File: config.mk
export PLATFORM = sky130hd
export DESIGN_NAME = xbus_turnaround_seq
export DESIGN_NICKNAME = d
export VERILOG_FILES = /design/src/rtl/xbus_seq_pkg.sv /design/src/rtl/xbus_cs_decode.sv /design/src/rtl/xbus_strobe_gen.sv /design/src/rtl/xbus_turn_track.sv /design/src/rtl/xbus_turnaround_seq.sv
export SDC_FILE = /design/constraint.sdc
export NUM_CORES = 1
export LEC_CHECK = 0
export ABC_CLOCK_PERIOD_IN_PS = 3200
export BUFFER_PORTS_ARGS = -buffer_cell sky130_fd_sc_hd__buf_2
export CORE_ASPECT_RATIO = 0.5
export CORE_UTILIZATION = 24
export DETAILED_ROUTE_END_ITERATION = 8
export GPL_ROUTABILITY_DRIVEN = 0
export SLEW_MARGIN = 20
export SYNTH_ARGS = -nofsm -noshare
export SYNTH_HDL_FRONTEND = slang
export SYNTH_SLANG_ARGS = --single-unit
File: constraint.sdc
create_clock -name clk -period 3.2 [get_ports clk]
set_input_delay 0.64 -clock clk [delete_from_list [all_inputs] [get_ports clk]]
set_output_delay 0.64 -clock clk [all_outputs]
set_load 0.03 [all_outputs]
File: src/rtl/xbus_seq_pkg.sv
package xbus_seq_pkg;

    // Bus state of the sequencer; ST_TI is the inserted turnaround state
    typedef enum logic [2:0] {
        ST_IDLE = 3'd0,
        ST_T1   = 3'd1,
        ST_T2   = 3'd2,
        ST_T3   = 3'd3,
        ST_TI   = 3'd4
    } bus_st_e;

    // Kind of the most recently completed external cycle
    typedef enum logic [1:0] {
        PREV_NONE = 2'd0,
        PREV_RD   = 2'd1,
        PREV_WR   = 2'd2
    } prev_e;

endpackage

File: src/rtl/xbus_cs_decode.sv
module xbus_cs_decode #(
    parameter int AREA_N = 4,
    parameter int AREA_W = 2
) (
    input  logic              active,
    input  logic [AREA_W-1:0] area,
    output logic [AREA_N-1:0] cs_n
);

    // One active-low select per area, low only while a bus state is active
    for (genvar gi = 0; gi < AREA_N; gi++) begin : g_area
        assign cs_n[gi] = !(active && (area == AREA_W'(gi)));
    end

endmodule

File: src/rtl/xbus_strobe_gen.sv
module xbus_strobe_gen
    import xbus_seq_pkg::*;
(
    input  bus_st_e st,
    input  logic    is_write,
    output logic    active,
    output logic    rd_n,
    output logic    hwr_n,
    output logic    d_oe,
    output logic    last
);

    always_comb begin
        active = (st == ST_T1) || (st == ST_T2) || (st == ST_T3);
        rd_n   = !(active && !is_write);
        hwr_n  = !(is_write && (st == ST_T2));
        d_oe   = is_write && ((st == ST_T1) || (st == ST_T2));
        if (is_write) begin
            last = (st == ST_T2);
        end else begin
            last = (st == ST_T3);
        end
    end

endmodule

File: src/rtl/xbus_turn_track.sv
module xbus_turn_track
    import xbus_seq_pkg::*;
(
    input  logic clk,
    input  logic rst_n,
    input  logic cfg_we,
    input  logic cfg_turn_en,
    input  logic bus_idle,
    input  logic req_valid,
    input  logic req_write,
    input  logic cyc_done,
    output logic insert
);

    typedef struct packed {
        logic  en;
        prev_e prev;
    } trk_t;

    trk_t trk_d, trk_q;

    always_comb begin
        trk_d = trk_q;
        if (cfg_we) begin
            trk_d.en = cfg_turn_en;
        end
        if (cyc_done) begin
            trk_d.prev = req_write ? PREV_WR : PREV_RD;
        end else if (bus_idle && !req_valid) begin
            trk_d.prev = PREV_NONE;
        end
        insert = trk_q.en && req_write && (trk_q.prev == PREV_RD);
    end

    always_ff @(posedge clk) begin
        if (!rst_n) begin
            trk_q.en   <= 1'b1;
            trk_q.prev <= PREV_NONE;
        end else begin
            trk_q <= trk_d;
        end
    end

endmodule

File: src/rtl/xbus_turnaround_seq.sv
module xbus_turnaround_seq
    import xbus_seq_pkg::*;
#(
    parameter int ADDR_W = 16,
    parameter int DATA_W = 16,
    parameter int AREA_N = 4,
    localparam int AREA_W = (AREA_N > 1) ? $clog2(AREA_N) : 1
) (
    input  logic              clk,
    input  logic              rst_n,
    input  logic              cfg_we,
    input  logic              cfg_turn_en,
    input  logic              req_valid,
    input  logic              req_write,
    input  logic [AREA_W-1:0] req_area,
    input  logic [ADDR_W-1:0] req_addr,
    input  logic [DATA_W-1:0] req_wdata,
    output logic              req_ready,
    output logic [DATA_W-1:0] rsp_rdata,
    output logic [ADDR_W-1:0] bus_addr,
    output logic [AREA_N-1:0] bus_cs_n,
    output logic              bus_rd_n,
    output logic              bus_hwr_n,
    output logic [DATA_W-1:0] bus_d_o,
    output logic              bus_d_oe,
    input  logic [DATA_W-1:0] bus_d_i
);

    typedef struct packed {
        bus_st_e           st;
        logic [DATA_W-1:0] rdata;
    } seq_t;

    seq_t    seq_d, seq_q;
    bus_st_e st_cur;
    logic    bus_idle;
    logic    insert;
    logic    active;
    logic    last;

    assign bus_idle = (seq_q.st == ST_IDLE);

    xbus_turn_track i_track (
        .clk        (clk),
        .rst_n      (rst_n),
        .cfg_we     (cfg_we),
        .cfg_turn_en(cfg_turn_en),
        .bus_idle   (bus_idle),
        .req_valid  (req_valid),
        .req_write  (req_write),
        .cyc_done   (last),
        .insert     (insert)
    );

    // A request on an idle bus starts its first state (or the turnaround
    // state) in the same clock; otherwise the registered state applies.
    always_comb begin
        if (bus_idle && req_valid) begin
            st_cur = insert ? ST_TI : ST_T1;
        end else begin
            st_cur = seq_q.st;
        end
    end

    xbus_strobe_gen i_strobe (
        .st      (st_cur),
        .is_write(req_write),
        .active  (active),
        .rd_n    (bus_rd_n),
        .hwr_n   (bus_hwr_n),
        .d_oe    (bus_d_oe),
        .last    (last)
    );

    xbus_cs_decode #(
        .AREA_N(AREA_N),
        .AREA_W(AREA_W)
    ) i_cs (
        .active(active),
        .area  (req_area),
        .cs_n  (bus_cs_n)
    );

    always_comb begin
        seq_d = seq_q;
        unique case (st_cur)
            ST_TI:   seq_d.st = ST_T1;
            ST_T1:   seq_d.st = ST_T2;
            ST_T2:   seq_d.st = req_write ? ST_IDLE : ST_T3;
            ST_T3:   seq_d.st = ST_IDLE;
            default: seq_d.st = ST_IDLE;
        endcase
        if (st_cur == ST_T3) begin
            seq_d.rdata = bus_d_i;
        end
    end

    always_ff @(posedge clk) begin
        if (!rst_n) begin
            seq_q.st    <= ST_IDLE;
            seq_q.rdata <= '0;
        end else begin
            seq_q <= seq_d;
        end
    end

    assign req_ready = last;
    assign rsp_rdata = seq_q.rdata;
    assign bus_addr  = active ? req_addr : '0;
    assign bus_d_o   = bus_d_oe ? req_wdata : '0;

endmodule

==> impl_metrics.py, run 1 <==
metrics = {
    "outcome": {
        "status": "finished clean",
    },
    "final_layout": {
        "drive_above_1_share": 0.526,
        "num-fill-cells": 574,
        "area.growth.synth_to_final_pct": 38.7,
        "nets": 308,
        "n_antenna_cell": 0,
    },
    "critical_path": {
        "cp_num_buf_inv": 1,
        "cp.arrival_ns": 2.00,
        "slowest_stage": "dfxtp_1",
        "reg2reg_to": "rsp_rdata[1]",
        "crit_family": "simple AND/OR/NAND/NOR gates",
        "cp-start-kind": "register",
        "crit_start": "seq_q[16]",
        "cp.required_ns": 2.56,
        "crit_path_end": "bus_d_o[9]",
        "crit-reg2reg-launch": "seq_q[16]",
        "r2r_cells": 3,
        "path_cells": "nand2_2 -> nand2_1 -> nor3b_1 -> buf_2",
        "critPathCaptureType": "primary output",
        "critPathKind": "register to primary output",
        "cp.depth": 4,
        "cp_max_fo": 17,
        "rrSetupSlack_ns": 1.73,
        "max_stage_delay_ns": 0.42,
    },
    "synth": {
        "synth_area_leaders": "dfxtp_1, nand2_1, buf_4, and2_4, a21boi_0",
        "yosysSeqAreaShare": 0.309,
        "yosysTopAreaCellShare": 0.309,
        "synth_area_mm2": 0.00136,
        "syn_nets": 220,
        "ys.flop_type": "dfxtp_1",
        "avgSynthCellArea_um2": 8.29,
        "ys.warnings.count": 0,
        "ys_async_sr_fraction": 0,
        "synth_edf_count": 0,
        "synth.most_common_cell": "nand2_1",
        "yosysTopAreaCell": "dfxtp_1",
        "synth_common_cells": "nand2_1, dfxtp_1, buf_4",
        "synth_cell_types": 31,
        "synthCells": 164,
        "synth.ff_latch_count": 21,
    },
    "drt": {
        "vias": 1353,
        "met3_length_um": 150,
        "post_drt_wl_per_cell_um": 10.7,
        "first_iter_violations": 43,
        "drc": 0,
        "met2RoutedLength_um": 1810,
        "drt_pass1_iterations": 3,
        "met1_length_um": 1410,
        "top_layer_used": "met4",
        "drt_wl_total_um": 3420,
        "ant_nets": 0,
        "vias_per_cell": 4.21,
    },
    "cts": {
        "h-tree-depth": 1,
        "numCtsBuffers": 3,
        "clkLatencyLatePin_ns": 0.25,
        "ctsResizeCount": 0,
        "cts_setup_buffers": 0,
        "cts_sinks": 21,
        "tritoncts": "built",
        "postCtsHoldBufs": 0,
        "clk_path_buf_depth": 2,
        "cts-root-buf": "clkbuf_16",
        "clkTransAtPathRegs_ns": 0.06,
    },
    "die": {
        "die_h_um": 55.2,
        "initial_utilization": 0.262,
        "coreArea_mm2": 0.00518,
        "dieArea_mm2": 0.00598,
        "row_count": 18,
        "io_pins": 112,
        "die_w_um": 108,
    },
    "sta": {
        "tightest_slew_ns": 0.651,
        "drv_slew": 0,
        "period_share": 0.826,
        "hold_viol": 0,
        "layout_setup_ws_ns": 0.557,
        "finalSetupTns_ns": 0,
        "grt_setup_unrepaired": "no",
        "fin_skew_ns": 0.00161,
        "max_freq_mhz": 378,
        "slew_headroom": 0.565,
        "setup_viol": 0,
        "fin_crit_ns": 2.64,
    },
    "run": {
        "max-cap-violations": 0,
    },
    "pwr": {
        "power.total_w": 0.000757,
        "leakage_nw": 0.932,
        "peakVddDrop_mv": 0.165,
        "power.density_mw_per_mm2": 402,
    },
    "grt": {
        "grt_usage": 0.113,
        "grt_pass1_wl_um": 5310,
        "grt_overflow": 0,
        "grt_max_degree": 22,
        "antenna_found_initial": 0,
        "grt_pass1_vias": 1170,
    },
    "placement": {
        "pre_cts_ws_ns": 0.563,
        "dp_hpwl_um": 2780,
        "io_buffers": 111,
    },
    "min_path": {
        "hp-class": "register to register",
    },
}
[through the flow]
step	utilization	cells	hold slack [ns]	cell area (um2)
2_1_floorplan	-	164	0.435	1360
3_3_place_gp	0.348	317	0.447	1800
3_5_place_dp	0.348	317	0.452	1800
4_1_cts	0.364	321	0.460	1880
5_1_grt	0.364	321	0.475	1880
6_report	0.364	321	0.456	1880
[logic make-up after synthesis]
family          after synthesis  synth area share
flops                        21             0.309
xor+xnor                      1           0.00645
simple gates                 86             0.385
compound gates               25             0.141
buf+inv                      30             0.151
mux                           1           0.00737
[sequential cells by signal, indices dropped and copies added, names as in the netlist]
| name | count |
|---|---|
| seq_q | 2 |
| i_track.trk_q | 3 |
| rsp_rdata | 16 |
[power by group]
part           switching (W)  internal [W]
registers         0.00000807      0.000267
clock network      0.0000951      0.000168
logic               0.000132     0.0000876
[routing by layer]
layer	up-vias	global-route usage
met4	0	0.0347
li1	695	-
met5	-	0
met2	34	0.222
met3	4	0.0248
met1	620	0.118
[placed cells by master, fill, tap and decap left out, drive strengths merged]
cell type | synthesis | layout
buf | 25 | 111
nand2 | 36 | 36
dfxtp | 21 | 21
and2 | 18 | 18
a21boi | 17 | 17
nor3b | 16 | 16
o21ai | 4 | 4
nor2b | 3 | 3
clkbuf | 3 | 3
nor2 | 2 | 2
nand3 | 2 | 2
nand3b | 2 | 2
inv | 2 | 2
xor2 | 1 | 1
nand4b | 1 | 1
a211oi | 1 | 1
a211o | 1 | 1
or3 | 1 | 1
nand2b | 1 | 1
nor3 | 1 | 1
a21oi | 1 | 1
and3 | 1 | 1
mux2i | 1 | 1
nor4b | 1 | 1
nor4bb | 1 | 1
o211a | 1 | 1
clkinv | 0 | 1
[worst reg2reg max path, stage by stage (launching register included)]
cell and delay [ns]:
dfxtp_1 0.56, and2_1 0.56, nand2_1 0.12, a21boi_0 0.16
[how the worst min path moves through the flow]
| stage | from | to | cells past startpoint |
|---|---|---|---|
| after CTS | rsp_rdata[5] | rsp_rdata[5] | 2 |
| after floorplan | rsp_rdata[5] | rsp_rdata[5] | 2 |
| after global placement | rsp_rdata[7] | rsp_rdata[7] | 2 |
| after detailed placement | rsp_rdata[5] | rsp_rdata[5] | 2 |
| after global routing | rsp_rdata[5] | rsp_rdata[5] | 2 |
| final | rsp_rdata[5] | rsp_rdata[5] | 2 |
[final cells by class]
| class | count | area [um2] | area share |
|---|---|---|---|
| Sequential cell | 21 | 420 | 0.223 |
| Timing Repair Buffer | 111 | 556 | 0.295 |
| Clock inverter | 1 | 5.00 | 0.00266 |
| Tap cell | 70 | 87.6 | 0.0465 |
| Clock buffer | 3 | 75.1 | 0.0398 |
| Multi-Input combinational cell | 113 | 733 | 0.389 |
| Inverter | 2 | 7.51 | 0.00398 |
(Power assumes the default switching activity.)
==> run 2: changes to the inputs <==
--- a/config.mk
+++ b/config.mk
@@ -5,7 +5,8 @@
 export SDC_FILE = /design/constraint.sdc
 export NUM_CORES = 1
 export LEC_CHECK = 0
-export ABC_CLOCK_PERIOD_IN_PS = 3200
+export ABC_AREA = 1
+export ABC_CLOCK_PERIOD_IN_PS = 2550
 export BUFFER_PORTS_ARGS = -buffer_cell sky130_fd_sc_hd__buf_2
 export CORE_ASPECT_RATIO = 0.5
 export CORE_UTILIZATION = 24
==> constraint.sdc (replaced) <==
create_clock -name clk -period 2.55 [get_ports clk]
set_input_delay 0.51 -clock clk [delete_from_list [all_inputs] [get_ports clk]]
set_output_delay 0.51 -clock clk [all_outputs]
set_load 0.03 [all_outputs]
==> run 2 against run 1 <==
  * Non-clock buffer count rose by 2
  * Die area fell by 10%
  * Critical path depth rose by 3
  * Global-route usage rose by 0.79 points
  * Highest routed layer unchanged
  * Final cell count rose by 12%
  * Clock power fell by 21%
  * Power rose by 12%
  * Register-to-register slack got worse by 0.49 ns
  * Clock skew fell by 0.00051 ns
  * Largest cell class is now buffers
  * Routed wire length fell by 4.3%
==> impl_metrics.py, run 2 <==
metrics = {
    "placement": {
        "io_buffers": 111,
        "dp_hpwl_um": 2700,
    },
    "critical_path": {
        "cp.required_ns": 2.04,
        "crit_family": "compound AO/OA/AOI/OAI gates",
        "cp-start-kind": "register",
        "reg2reg_to": "rsp_rdata[13]",
        "cp.arrival_ns": 1.81,
        "critPathCaptureType": "primary output",
        "cp.depth": 7,
        "r2r_cells": 6,
        "slowest_stage": "a21oi_2",
        "critPathKind": "register to primary output",
        "crit_start": "seq_q[17]",
        "cp_max_fo": 16,
        "crit-reg2reg-launch": "seq_q[17]",
        "crit_path_end": "bus_addr[11]",
        "rrSetupSlack_ns": 1.24,
        "cp_num_buf_inv": 2,
        "path_cells": "inv_2 -> nand2_1 -> nor2_1 -> nand2_1 -> a21oi_2 -> nor2_1 -> buf_2",
        "max_stage_delay_ns": 0.53,
    },
    "synth": {
        "synth_cell_types": 17,
        "yosysTopAreaCell": "dfxtp_1",
        "synth.most_common_cell": "nor2_1",
        "avgSynthCellArea_um2": 6.19,
        "synth_area_mm2": 0.00121,
        "synth_common_cells": "nor2_1, inv_1, dfxtp_1",
        "syn_nets": 252,
        "ys.flop_type": "dfxtp_1",
        "synth_area_leaders": "dfxtp_1, nor2_1, inv_1, buf_4, o21ai_0",
        "ys_async_sr_fraction": 0,
        "synthCells": 196,
        "ys.warnings.count": 0,
        "yosysSeqAreaShare": 0.347,
        "yosysTopAreaCellShare": 0.347,
        "synth_edf_count": 0,
        "synth.ff_latch_count": 21,
    },
    "cts": {
        "clkTransAtPathRegs_ns": 0.07,
        "numCtsBuffers": 3,
        "h-tree-depth": 1,
        "cts-root-buf": "clkbuf_8",
        "cts_setup_buffers": 0,
        "clkLatencyLatePin_ns": 0.25,
        "tritoncts": "built",
        "ctsResizeCount": 0,
        "postCtsHoldBufs": 0,
        "clk_path_buf_depth": 2,
        "cts_sinks": 21,
    },
    "drt": {
        "vias_per_cell": 3.92,
        "ant_nets": 0,
        "post_drt_wl_per_cell_um": 9.15,
        "vias": 1405,
        "first_iter_violations": 21,
        "drt_wl_total_um": 3270,
        "drc": 0,
        "drt_pass1_iterations": 4,
    },
    "sta": {
        "grt_setup_unrepaired": "yes",
        "max_freq_mhz": 431,
        "drv_slew": 0,
        "setup_viol": 0,
        "tightest_slew_ns": 0.612,
        "fin_crit_ns": 2.32,
        "slew_headroom": 0.592,
        "fin_skew_ns": 0.00109,
        "finalSetupTns_ns": 0,
        "period_share": 0.910,
        "hold_viol": 0,
    },
    "final_layout": {
        "n_antenna_cell": 0,
        "nets": 349,
        "drive_above_1_share": 0.411,
        "final_common_cell": "buf_2",
        "area.growth.synth_to_final_pct": 45.3,
        "final_cell_mix": "buf_2, nor2_1, inv_1, dfxtp_1, o21ai_0",
        "largest_register_ffs": 16,
    },
    "pwr": {
        "leakage_nw": 1.09,
        "peakVddDrop_mv": 0.270,
        "power.density_mw_per_mm2": 481,
        "power.total_w": 0.000847,
    },
    "grt": {
        "grt_pass1_vias": 1167,
        "antenna_found_initial": 0,
        "grt_usage": 0.121,
        "grt_overflow": 0,
        "grt_pass1_wl_um": 5080,
        "grt_max_degree": 18,
    },
    "die": {
        "die_w_um": 103,
        "row_count": 17,
        "die_h_um": 52.3,
        "dieArea_mm2": 0.00536,
        "initial_utilization": 0.263,
        "io_pins": 112,
        "coreArea_mm2": 0.00462,
    },
    "outcome": {
        "status": "finished clean",
    },
    "min_path": {
        "hp-class": "primary input to register",
    },
    "run": {
        "max-cap-violations": 0,
    },
}
run 2: how the worst min path moves through the flow:
stage | cells after the start | startpoint | to | slack [ns]
finish | 2 | cfg_we | i_track.trk_q[2] | 0.45
global route | 2 | cfg_we | i_track.trk_q[2] | 0.45
CTS | 2 | cfg_we | i_track.trk_q[2] | 0.44
detailed placement | 2 | i_track.trk_q[2] | i_track.trk_q[2] | 0.46
global placement | 2 | i_track.trk_q[2] | i_track.trk_q[2] | 0.46
floorplan | 2 | i_track.trk_q[2] | i_track.trk_q[2] | 0.44
run 2: power breakdown:
part | total (W) | internal (W) | leakage, nW | switching [W]
clock | 0.000209 | 0.000111 | 0.0228 | 0.0000985
sequential | 0.000341 | 0.000336 | 0.170 | 0.00000550
combinational | 0.000296 | 0.0000937 | 0.897 | 0.000202
total | 0.000847 | 0.000540 | 1.09 | 0.000306
run 2: metal layers:
metal  vias to the layer above  GRT usage  share of wire
met5                         -          0              0
met4                         0     0.0143         0.0049
met3                         2     0.0347          0.060
met2                        41      0.234           0.53
met1                       605      0.135           0.41
li1                        757          -              -
run 2: cell type report:
cell class,instances,area [um2]
Multi-Input combinational cell,111,482
Clock buffer,4,45.0
Fill cell,516,2850
Timing Repair Buffer,113,571
Sequential cell,21,420
Inverter,43,161
Tap cell,66,82.6
run 2: kinds of logic (layout without fill, tap and decap cells):
group           Yosys count  in the layout  synth area share
simple gates             87             87             0.295
buf+inv                  64            160             0.256
compound gates           24             24             0.102
flops                    21             21             0.347
run 2: per-stage QoR:
step                area [um2]  setup slack, ns  hold slack (ns)  std cells  utilization
floorplan                 1210            0.311            0.441        196            -
global route              1760         -0.00431            0.451        358        0.382
CTS                       1760            0.210            0.443        358        0.382
detailed placement        1720            0.282            0.461        354        0.372
finish                    1760            0.230            0.447        358        0.382
global placement          1720            0.334            0.457        354        0.372
